## config.mk

```make
export PLATFORM = sky130hd
export DESIGN_NAME = loaduse_hazard_unit
export DESIGN_NICKNAME = d
export VERILOG_FILES = /design/src/rtl/hdu_pkg.sv /design/src/rtl/hdu_src_decode.sv /design/src/rtl/hdu_reg_match.sv /design/src/rtl/hdu_stall_ctrl.sv /design/src/rtl/loaduse_hazard_unit.sv
export SDC_FILE = /design/constraint.sdc
export NUM_CORES = 1
export LEC_CHECK = 0
export ABC_AREA = 1
export BUFFER_PORTS_ARGS = -buffer_cell sky130_fd_sc_hd__buf_4
export CAP_MARGIN = 20
export CELL_PAD_IN_SITES_DETAIL_PLACEMENT = 0
export CELL_PAD_IN_SITES_GLOBAL_PLACEMENT = 1
export CORE_MARGIN = 10
export CORE_UTILIZATION = 25
export DETAILED_ROUTE_END_ITERATION = 10
export PLACE_DENSITY_LB_ADDON = 0.15
export SYNTH_ARGS = -nofsm -noshare
export SYNTH_HDL_FRONTEND = slang
export SYNTH_SLANG_ARGS = --single-unit
```

## constraint.sdc

```tcl
create_clock -name vclk -period 0.8
set_input_delay 0.04 -clock vclk [all_inputs]
set_output_delay 0.04 -clock vclk [all_outputs]
set_load 0.01 [all_outputs]
```

## src/rtl/hdu_pkg.sv

```systemverilog
package hdu_pkg;

    localparam int OPC_W = 7;

    localparam logic [OPC_W-1:0] OPC_REGREG = 7'b0110011;
    localparam logic [OPC_W-1:0] OPC_IMMALU = 7'b0010011;
    localparam logic [OPC_W-1:0] OPC_LOAD   = 7'b0000011;
    localparam logic [OPC_W-1:0] OPC_JUMPR  = 7'b1100111;
    localparam logic [OPC_W-1:0] OPC_STORE  = 7'b0100011;
    localparam logic [OPC_W-1:0] OPC_BRANCH = 7'b1100011;
    localparam logic [OPC_W-1:0] OPC_UPPER  = 7'b0110111;
    localparam logic [OPC_W-1:0] OPC_PCUP   = 7'b0010111;
    localparam logic [OPC_W-1:0] OPC_JUMP   = 7'b1101111;

    typedef enum logic [2:0] {
        FMT_REG,
        FMT_IMM,
        FMT_STO,
        FMT_BRA,
        FMT_UPP,
        FMT_JMP,
        FMT_NONE
    } fmt_e;

    typedef struct packed {
        logic rs1_used;
        logic rs2_used;
        logic is_branch;
    } src_use_t;

    typedef struct packed {
        logic pc_we;
        logic ifid_we;
        logic idex_clr;
    } stall_ctl_t;

    function automatic fmt_e classify(input logic [OPC_W-1:0] opc);
        fmt_e f;
        case (opc)
            OPC_REGREG:                      f = FMT_REG;
            OPC_IMMALU, OPC_LOAD, OPC_JUMPR: f = FMT_IMM;
            OPC_STORE:                       f = FMT_STO;
            OPC_BRANCH:                      f = FMT_BRA;
            OPC_UPPER, OPC_PCUP:             f = FMT_UPP;
            OPC_JUMP:                        f = FMT_JMP;
            default:                         f = FMT_NONE;
        endcase
        return f;
    endfunction

endpackage

```

## src/rtl/hdu_src_decode.sv

```systemverilog
module hdu_src_decode
    import hdu_pkg::*;
(
    input  logic [OPC_W-1:0] opcode,
    output src_use_t         use_o
);

    src_use_t use_d;

    always_comb begin
        use_d = '0;
        unique case (classify(opcode))
            FMT_REG: begin
                use_d.rs1_used = 1'b1;
                use_d.rs2_used = 1'b1;
            end
            FMT_IMM: begin
                use_d.rs1_used = 1'b1;
            end
            FMT_STO: begin
                use_d.rs1_used = 1'b1;
                use_d.rs2_used = 1'b1;
            end
            FMT_BRA: begin
                use_d.rs1_used  = 1'b1;
                use_d.rs2_used  = 1'b1;
                use_d.is_branch = 1'b1;
            end
            FMT_UPP, FMT_JMP, FMT_NONE: begin
                use_d = '0;
            end
            default: use_d = '0;
        endcase
    end

    assign use_o = use_d;

endmodule

```

## src/rtl/hdu_reg_match.sv

```systemverilog
module hdu_reg_match #(
    parameter int AW   = 5,
    parameter int NSRC = 2
) (
    input  logic [NSRC-1:0][AW-1:0] src,
    input  logic [NSRC-1:0]         src_used,
    input  logic [AW-1:0]           dst,
    output logic [NSRC-1:0]         hit
);

    localparam logic [AW-1:0] ZERO_REG = '0;

    logic dst_live_d;

    always_comb begin
        dst_live_d = (dst != ZERO_REG);
    end

    for (genvar g = 0; g < NSRC; g++) begin : g_src
        logic hit_d;
        always_comb begin
            hit_d = src_used[g] && dst_live_d && (src[g] == dst);
        end
        assign hit[g] = hit_d;
    end

endmodule

```

## src/rtl/hdu_stall_ctrl.sv

```systemverilog
module hdu_stall_ctrl
    import hdu_pkg::*;
#(
    parameter int NSRC = 2
) (
    input  logic [NSRC-1:0] hit,
    input  logic            is_branch,
    input  logic            ex_mem_read,
    input  logic            ex_reg_write,
    output stall_ctl_t      ctl
);

    typedef struct packed {
        logic       any_hit;
        logic       load_stall;
        logic       alu_stall;
        stall_ctl_t ctl;
    } ctrl_state_t;

    ctrl_state_t st_d;

    always_comb begin
        st_d            = '0;
        st_d.any_hit    = |hit;
        st_d.load_stall = st_d.any_hit && ex_reg_write && ex_mem_read;
        st_d.alu_stall  = st_d.any_hit && ex_reg_write && !ex_mem_read && is_branch;
        if (st_d.load_stall || st_d.alu_stall) begin
            st_d.ctl.pc_we    = 1'b0;
            st_d.ctl.ifid_we  = 1'b0;
            st_d.ctl.idex_clr = 1'b1;
        end else begin
            st_d.ctl.pc_we    = 1'b1;
            st_d.ctl.ifid_we  = 1'b1;
            st_d.ctl.idex_clr = 1'b0;
        end
    end

    assign ctl = st_d.ctl;

endmodule

```

## src/rtl/loaduse_hazard_unit.sv

```systemverilog
module loaduse_hazard_unit
    import hdu_pkg::*;
#(
    parameter int AW = 5
) (
    input  logic [OPC_W-1:0] id_opcode,
    input  logic [AW-1:0]    id_rs1,
    input  logic [AW-1:0]    id_rs2,
    input  logic [AW-1:0]    ex_rd,
    input  logic             ex_mem_read,
    input  logic             ex_reg_write,
    output logic             pc_write_en,
    output logic             ifid_write_en,
    output logic             idex_ctrl_clear
);

    localparam int NSRC = 2;

    src_use_t                 src_use;
    logic [NSRC-1:0][AW-1:0]  src_vec;
    logic [NSRC-1:0]          used_vec;
    logic [NSRC-1:0]          hit_vec;
    stall_ctl_t               ctl;

    assign src_vec  = {id_rs2, id_rs1};
    assign used_vec = {src_use.rs2_used, src_use.rs1_used};

    hdu_src_decode u_dec (
        .opcode (id_opcode),
        .use_o  (src_use)
    );

    hdu_reg_match #(
        .AW   (AW),
        .NSRC (NSRC)
    ) u_match (
        .src      (src_vec),
        .src_used (used_vec),
        .dst      (ex_rd),
        .hit      (hit_vec)
    );

    hdu_stall_ctrl #(
        .NSRC (NSRC)
    ) u_ctrl (
        .hit          (hit_vec),
        .is_branch    (src_use.is_branch),
        .ex_mem_read  (ex_mem_read),
        .ex_reg_write (ex_reg_write),
        .ctl          (ctl)
    );

    assign pc_write_en     = ctl.pc_we;
    assign ifid_write_en   = ctl.ifid_we;
    assign idex_ctrl_clear = ctl.idex_clr;

endmodule

```

==> flow_metrics.env, run 1 <==
export IMPL_maxCapViolCount=0
export IMPL_gp_congestion=0.7330
export IMPL_grt_antenna_before_repair=0
export IMPL_power_total_uw=271.7
export IMPL_post_route_period_util=1.118
export IMPL_finalHoldViolations=0
export IMPL_coreArea_um2=1301
export IMPL_drtIter0Drc=7
export IMPL_final_nets=123
export IMPL_seq_cells=0
export IMPL_status="finished, violations left"
export IMPL_p_clk_frac=0
export IMPL_netlist_instances=70
export IMPL_path_max_fanout=3
export IMPL_violations="setup timing"
export IMPL_track_usage=0.05931
export IMPL_drc=0
export IMPL_drive_gt1_frac=0.5052
export IMPL_wl_per_cell_um=9.830
export IMPL_hpwl_um=976.3
export IMPL_clkbuf_count=0
export IMPL_required_ns=0.76
export IMPL_row_count=13
export IMPL_synth_distinct_cells=19
export IMPL_cellPowerDensity_nw_per_um2=424.2
export IMPL_io_pins=27
export IMPL_area_growth_pct=84.17
export IMPL_fin_tns_setup_ns=-0.2606
export IMPL_slew_violations=0
export IMPL_p_sw_frac=0.4334
export IMPL_dp_cells=111
export IMPL_power_share_combinational=1.000
export IMPL_grt_pass1_wl_mm=1.766
export IMPL_instances_no_fill=112
export IMPL_n_antenna_cell=0
export IMPL_worst_setup_path_type="input port to output port"
export IMPL_p_leak_nw=0.3517
export IMPL_start_util=0.2673
export IMPL_holdWs_ns=0.4968
export IMPL_final_setup_viol_count=3
export IMPL_crit_path_start_kind="input port"
export IMPL_ir_worst_vdd_uv=197.8
export IMPL_ys_seq_area_frac=0
export IMPL_numPortBuffers=27
export IMPL_routed_wl_mm=1.101
export IMPL_hold_class="input port to output port"
export IMPL_first_pass_iters=2
export IMPL_whs_path_depth=5
export IMPL_ys_warn_count=0
export IMPL_vias=465
export IMPL_rsz0062_at_grt="true"
export IMPL_period_needed_ns=0.8946
export IMPL_clock_fmax_ghz=1.118
export IMPL_p_sw_uw=117.8
export IMPL_dieArea_um2=3283
export IMPL_cts_hold_buf=0
export IMPL_syn_nets=94
export IMPL_endpoint_kind="output port"
export IMPL_synth_area_um2=347.8
export IMPL_grt_overflow=0
export IMPL_cp_data_arrival_time_ns=0.85
export IMPL_p_seq_frac=0
export IMPL_syn_area_per_cell_um2=4.969
export IMPL_internal_power_uw=154.0
export IMPL_routed_via_density=4.152
export IMPL_dieWidth_um=57.30
export IMPL_grt_max_degree=7
export IMPL_ff_latch_area_um2=0
export IMPL_grt_pass1_vias=435
export IMPL_worst_slew_pin_slew_ns=0.2082
export IMPL_relSlewSlack=0.8603
export IMPL_setup_slack_ns=-0.09459
export IMPL_antenna_left=0
export IMPL_die_y_um=57.30
-- per-layer routing --
layer | share of wire | global-route usage | vias to the layer above
met1 | 0.48 | 0.07457 | 186
met5 | 0 | 0 | -
li1 | - | - | 265
met2 | 0.46 | 0.1054 | 14
met3 | 0.066 | 0.01327 | 0
met4 | 0 | 0 | 0
-- timing repair --
action	4_1_cts	5_1_grt
pin swaps	11	5
endpoints found under the hold margin	0	0
setup endpoints to repair	3	3
gates resized for setup	22	2
setup buffers	1	0
-- worst paths after layout --
path / start / to / slack, ns
worst min-delay path: id_opcode[4] / idex_ctrl_clear / 0.50
worst max-delay path: id_opcode[1] / ifid_write_en / -0.09
-- layout make-up --
type               count  area [um^2]
inverters             15        58.81
repair buffers        28        255.2
fillers              146        660.6
multi-input cells     54        307.8
well taps             15        18.77
-- logic make-up after synthesis --
kind of cell              synth area share
and+or+nand+nor                     0.6079
buffers and inverters               0.1834
AOI/OAI and AO/OA                  0.08271
xor gates and xnor gates            0.1259
-- layout by cell type, fill, tap and decap left out --
cell	count
nor2_4	1
a21oi_2	2
nand3_1	2
o21ai_1	3
inv_4	1
nand3b_1	1
xnor2_1	2
nor2_1	7
nand3_2	1
nand2_1	19
xor2_1	3
nand2_2	6
nor3_1	1
nand4_4	1
nor2_2	3
buf_4	18
nand4_1	2
inv_1	8
inv_2	6
buf_8	2
buf_6	8
-- critical path, stage by stage --
cell and delay, ns:
buf_4 0.07, nand2_1 0.08, nor2_2 0.16, nand2_1 0.08, nand3_2 0.08, nand2_2 0.05, nand2_2 0.07, nand2_2 0.05
nand2_2 0.07, buf_6 0.10
-- power groups by stage --
stage	combinational, mW	sequential [mW]	clock, mW
after floorplan	0.108	0	0
after global routing	0.300	0	0
after global placement	0.237	0	0
after CTS	0.270	0	0
after detailed placement	0.236	0	0
final	0.272	0	0
-- synth_stat cells --
| library cell | number | area, um^2 |
|---|---|---|
| nor2_1 | 9 | 33.78 |
| inv_2 | 3 | 11.26 |
| xnor2_1 | 2 | 17.52 |
| nand2_2 | 2 | 12.51 |
| nand3_1 | 2 | 10.01 |
| nand3_2 | 1 | 10.01 |
| o21ai_0 | 1 | 5.000 |
| buf_4 | 1 | 7.510 |
| a21oi_1 | 1 | 5.000 |
| nand2_1 | 23 | 86.33 |
| o21ai_1 | 2 | 10.01 |
| inv_1 | 12 | 45.04 |
| nand4_1 | 2 | 12.51 |
| xor2_1 | 3 | 26.28 |
| nand4_4 | 1 | 21.27 |
| nor3_1 | 1 | 5.000 |
| nand3b_1 | 1 | 7.510 |
| a21oi_2 | 1 | 8.760 |
| nor2_2 | 2 | 12.51 |
-- stage by stage --
stage | util | cell area, um^2 | setup slack, ns
2_1_floorplan | - | 352.8 | 0.01677
3_3_place_gp | 0.4356 | 566.8 | -0.1665
3_5_place_dp | 0.4356 | 566.8 | -0.1666
4_1_cts | 0.4894 | 636.9 | -0.1041
5_1_grt | 0.4923 | 640.6 | -0.1689
6_report | 0.4923 | 640.6 | -0.09459
Note: power is estimated with default switching activity, not from simulation.
==> inputs of run 2 (changes only) <==
--- a/config.mk
+++ b/config.mk
@@ -5,14 +5,13 @@
 export SDC_FILE = /design/constraint.sdc
 export NUM_CORES = 1
 export LEC_CHECK = 0
-export ABC_AREA = 1
 export BUFFER_PORTS_ARGS = -buffer_cell sky130_fd_sc_hd__buf_4
 export CAP_MARGIN = 20
 export CELL_PAD_IN_SITES_DETAIL_PLACEMENT = 0
 export CELL_PAD_IN_SITES_GLOBAL_PLACEMENT = 1
-export CORE_MARGIN = 10
-export CORE_UTILIZATION = 25
+export CORE_AREA = 10 10 47 49
 export DETAILED_ROUTE_END_ITERATION = 10
+export DIE_AREA = 0 0 57 59
 export PLACE_DENSITY_LB_ADDON = 0.15
 export SYNTH_ARGS = -nofsm -noshare
 export SYNTH_HDL_FRONTEND = slang
==> run 2 against run 1 <==
Compared with the run above: synthesized cell count fell by 53%; critical endpoint is now idex_ctrl_clear; critical path type unchanged; critical path depth fell by 4; the flow still finishes with violations (setup timing); global-route usage fell by 0.35 points.
==> flow_metrics.env, run 2 <==
export IMPL_first_pass_iters=1
export IMPL_die_y_um=59
export IMPL_power_total_uw=229.0
export IMPL_synth_distinct_cells=17
export IMPL_instances_no_fill=83
export IMPL_coreArea_um2=1401
export IMPL_hold_class="input port to output port"
export IMPL_ir_worst_vdd_uv=142.9
export IMPL_yosysMostFrequentCell="xnor2_1"
export IMPL_post_route_period_util=1.590
export IMPL_cellPowerDensity_nw_per_um2=425.7
export IMPL_io_pins=27
export IMPL_start_util=0.1607
export IMPL_syn_area_per_cell_um2=6.825
export IMPL_final_setup_viol_count=3
export IMPL_dieWidth_um=57
export IMPL_ys_warn_count=0
export IMPL_clkbuf_count=0
export IMPL_wl_per_cell_um=11.80
export IMPL_syn_nets=57
export IMPL_min_to="ifid_write_en"
export IMPL_grt_pass1_vias=411
export IMPL_rsz0062_at_grt="true"
export IMPL_p_leak_nw=0.2424
export IMPL_fillers=170
export IMPL_routed_via_density=4.205
export IMPL_routed_wl_um=979
export IMPL_grt_overflow=0
export IMPL_holdWs_ns=0.5571
export IMPL_worst_setup_path_type="input port to output port"
export IMPL_whs_path_depth=4
export IMPL_period_needed_ns=1.272
export IMPL_finalHoldViolations=0
export IMPL_status="finished, violations left"
export IMPL_path_max_fanout=2
export IMPL_n_antenna_cell=0
export IMPL_synth_top_area_share=0.2333
export IMPL_track_usage=0.05584
export IMPL_clock_fmax_ghz=0.7860
export IMPL_cp_data_arrival_time_ns=1.23
export IMPL_ys_seq_area_frac=0
export IMPL_antenna_left=0
export IMPL_dp_cells=83
export IMPL_dieArea_um2=3363
export IMPL_netlist_top_cells_count="xnor2_1, xor2_1, a21oi_1, nor2_1"
export IMPL_drtIter0Drc=0
export IMPL_slew_violations=0
export IMPL_row_count=14
export IMPL_grt_antenna_before_repair=0
export IMPL_relSlewSlack=0.7704
export IMPL_post_place_ws_ns=-0.5109
export IMPL_gp_congestion=0.6739
export IMPL_violations="setup timing"
export IMPL_ff_latch_area_um2=0
export IMPL_seq_cells=0
export IMPL_synth_area_um2=225.2
export IMPL_crit_path_start_kind="input port"
export IMPL_drc=0
export IMPL_fin_util=0.3839
export IMPL_worst_slew_pin_slew_ns=0.3417
export IMPL_final_common_cell="buf_4"
export IMPL_area_growth_pct=138.9
export IMPL_final_cell_mix="buf_4, xnor2_1, xor2_1"
export IMPL_cts_hold_buf=0
export IMPL_setup_slack_ns=-0.4722
export IMPL_ys_top_cells_by_area="xnor2_1, xor2_1, a21oi_1"
export IMPL_grt_pass1_wl_mm=1.676
export IMPL_endpoint_kind="output port"
export IMPL_drive_gt1_frac=0.6119
export IMPL_grt_max_degree=5
export IMPL_yosysTopAreaCell="xnor2_1"
export IMPL_vias=349
export IMPL_numPortBuffers=27
export IMPL_final_nets=93
export IMPL_netlist_instances=33
export IMPL_hp_start="id_opcode[4]"
export IMPL_required_ns=0.76
export IMPL_maxCapViolCount=0
## run 2: changes by cell type after synthesis, moves of 3 or more
cell / previous run / this run
nand2_1: 23 / 2
inv_1: 12 / 1
nor2_1: 9 / 3
xnor2_1: 2 / 6
inv_2: 3 / 0
## run 2: cell families after synthesis
kind of cell	Yosys count	share of synthesized area
simple gates	15	0.3722
xor+xnor	10	0.3889
compound gates	6	0.1889
buf+inv	2	0.05000
## run 2: where the power goes
group          switching [mW]  internal [mW]
Combinational          0.0814          0.148
Clock                       0              0
Sequential                  0              0
Total                  0.0814          0.148
## run 2: worst max path at each step
stage / startpoint / endpoint / slack, ns / cells after the start
detailed placement: id_opcode[2] / pc_write_en / -0.51 / 6
global placement: id_opcode[2] / ifid_write_en / -0.50 / 6
CTS: id_opcode[2] / pc_write_en / -0.49 / 6
global route: ex_rd[0] / idex_ctrl_clear / -0.53 / 6
floorplan: id_opcode[2] / pc_write_en / -0.46 / 5
finish: id_opcode[2] / idex_ctrl_clear / -0.47 / 6
## run 2: stage by stage
stage	setup TNS (ns)	area, um^2
floorplan	-0.9801	225.2
global placement	-1.507	500.5
detailed placement	-1.532	500.5
CTS	-1.460	525.5
global route	-1.525	538.0
finish	-1.325	538.0
## run 2: critical path: stages
cell	delay, ns
buf_6	0.09
or4_4	0.52
a21oi_2	0.14
nor4_2	0.06
o221a_1	0.25
buf_6	0.12
## run 2: final cells by class
type | count | area (um^2) | area share
multi-input combinational | 31 | 240.2 | 0.4465
inverter | 1 | 3.754 | 0.006977
timing repair buffer | 35 | 274.0 | 0.5093
tap | 16 | 20.02 | 0.03721
## run 2: metal layers
metal,global-route usage,vias up,share of wire
met5,0,-,0
met4,0,0,0
met3,0.01717,0,0.10
met2,0.1039,17,0.46
met1,0.06444,143,0.44
li1,-,189,-
## run 2: repair_timing
action / 4_1_cts / 5_1_grt
gates cloned: 0 / 0
resized for setup: 6 / 3
setup endpoints to repair: 3 / 3
pin swaps: 0 / 2
setup buffers: 0 / 0
==> inputs of run 3 (changes only) <==
==> constraint.sdc (replaced) <==
create_clock -name vclk -period 1.2
set_input_delay 0.06 -clock vclk [all_inputs]
set_output_delay 0.06 -clock vclk [all_outputs]
set_load 0.01 [all_outputs]
==> run 3 against run 2 <==
Compared with the run above: critical path type unchanged; highest routed layer unchanged; die area is the same; critical path depth is the same; largest power group unchanged; setup slack gained 0.33 ns; sequential share of layout area is the same; the run still ends with setup timing left; global-route usage grew 0.31 points; critical endpoint unchanged; first-iteration DRC count is the same; combinational power shrank 27%.
==> flow_metrics.env, run 3 (same netlist as run 2, synthesis figures left out) <==
export IMPL_n_antenna_cell=0
export IMPL_worst_slew_pin_slew_ns=0.3504
export IMPL_whs_path_depth=5
export IMPL_busiest_layer="met2"
export IMPL_io_pins=27
export IMPL_cp_data_arrival_time_ns=1.29
export IMPL_cellPowerDensity_nw_per_um2=290.5
export IMPL_p_clk_frac=0
export IMPL_ff_latch_area_um2=0
export IMPL_row_count=14
export IMPL_cts_hold_buf=0
export IMPL_endpoint_kind="output port"
export IMPL_rsz0062_at_grt="true"
export IMPL_vias=376
export IMPL_area_growth_pct=156.1
export IMPL_status="finished, violations left"
export IMPL_start_util=0.1607
export IMPL_final_setup_viol_count=3
export IMPL_crit_path_start_kind="input port"
export IMPL_finalHoldViolations=0
export IMPL_final_nets=94
export IMPL_violations="setup timing"
export IMPL_gr_usage_met1=0.07168
export IMPL_post_route_period_util=1.122
export IMPL_fillers=160
export IMPL_clock_fmax_ghz=0.7430
export IMPL_instances_no_fill=84
export IMPL_relSlewSlack=0.7646
export IMPL_dieWidth_um=57
export IMPL_final_common_cell="buf_4"
export IMPL_drive_gt1_frac=0.6324
export IMPL_p_sw_uw=62.24
export IMPL_grt_antenna_before_repair=0
export IMPL_gp_congestion=0.6366
export IMPL_met2_usage=0.1054
export IMPL_die_y_um=59
export IMPL_post_place_ws_ns=-0.1977
export IMPL_seq_cells=0
export IMPL_worst_setup_path_type="input port to output port"
export IMPL_internal_power_uw=105.3
export IMPL_coreArea_um2=1401
export IMPL_setup_slack_ns=-0.1459
export IMPL_power_total_uw=167.5
export IMPL_grt_max_degree=5
export IMPL_hold_class="input port to output port"
export IMPL_slew_violations=0
export IMPL_drc=0
export IMPL_period_needed_ns=1.346
export IMPL_p_seq_frac=0
export IMPL_min_to="pc_write_en"
export IMPL_grtUsageMet3=0.01717
export IMPL_antenna_left=0
export IMPL_numPortBuffers=27
export IMPL_final_cell_mix="buf_4, xnor2_1, xor2_1, buf_6"
export IMPL_routed_via_density=4.476
export IMPL_first_pass_iters=1
export IMPL_wl_per_cell_um=12.39
export IMPL_p_sw_frac=0.3715
export IMPL_power_share_combinational=1.000
export IMPL_required_ns=1.14
export IMPL_path_max_fanout=2
export IMPL_grt_pass1_vias=415
export IMPL_grt_pass1_wl_mm=1.752
export IMPL_track_usage=0.05890
export IMPL_p_leak_nw=0.2494
export IMPL_hpwl_um=908.3
export IMPL_dp_cells=84
export IMPL_clkbuf_count=0
export IMPL_drtIter0Drc=0
export IMPL_hp_start="ex_reg_write"
export IMPL_grt_overflow=0
export IMPL_ir_worst_vdd_uv=106.1
export IMPL_maxCapViolCount=0
export IMPL_dieArea_um2=3363
export IMPL_routed_wl_mm=1.041
==> run 3: power by group through the flow <==
stage                     sequential, mW  clock, mW  combinational, mW
after floorplan                        0          0             0.0452
after global placement                 0          0              0.147
after detailed placement               0          0              0.146
after CTS                              0          0              0.156
after global routing                   0          0              0.184
final                                  0          0              0.168
==> run 3: layer usage <==
| metal | share of wire | up-vias |
|---|---|---|
| li1 | - | 195 |
| met3 | 0.095 | 0 |
| met1 | 0.42 | 163 |
| met4 | 0 | 0 |
| met2 | 0.49 | 18 |
| met5 | 0 | - |
==> run 3: how the worst max path moves through the flow <==
| stage | startpoint | endpoint | cells past startpoint |
|---|---|---|---|
| finish | id_opcode[2] | idex_ctrl_clear | 6 |
| global route | id_opcode[2] | idex_ctrl_clear | 6 |
| CTS | id_opcode[6] | ifid_write_en | 6 |
| detailed placement | id_opcode[2] | ifid_write_en | 6 |
| global placement | id_opcode[2] | idex_ctrl_clear | 6 |
| floorplan | id_opcode[2] | pc_write_en | 5 |
==> run 3: area by class of cell <==
class                           count  area [um^2]  share of cell area
Multi-Input combinational cell     31        267.8              0.4642
Inverter                            1        3.754            0.006508
Timing Repair Buffer               36        285.3              0.4946
Tap cell                           16        20.02             0.03471
==> run 3: stage by stage <==
| stage | hold slack (ns) | util | area [um^2] | setup TNS [ns] |
|---|---|---|---|---|
| finish | 0.5491 | 0.4116 | 576.8 | -0.3637 |
| global route | 0.6084 | 0.4116 | 576.8 | -0.5405 |
| CTS | 0.6492 | 0.3857 | 540.5 | -0.5756 |
| detailed placement | 0.6556 | 0.3625 | 508.0 | -0.5860 |
| global placement | 0.6431 | 0.3625 | 508.0 | -0.4300 |
| floorplan | 0.3379 | - | 225.2 | -0.1034 |
==> run 3: what timing repair did <==
action,CTS,global route
resized for setup,6,8
buffers inserted,1,0
endpoints found under the setup margin,3,3
pin swaps,4,7
endpoints found under the hold margin,0,0
==> run 3: worst max-delay path, cell delays in order <==
cell	delay, ns
buf_6	0.09
or4_4	0.54
a21oi_4	0.16
nor4_4	0.06
o221a_1	0.25
buf_6	0.12
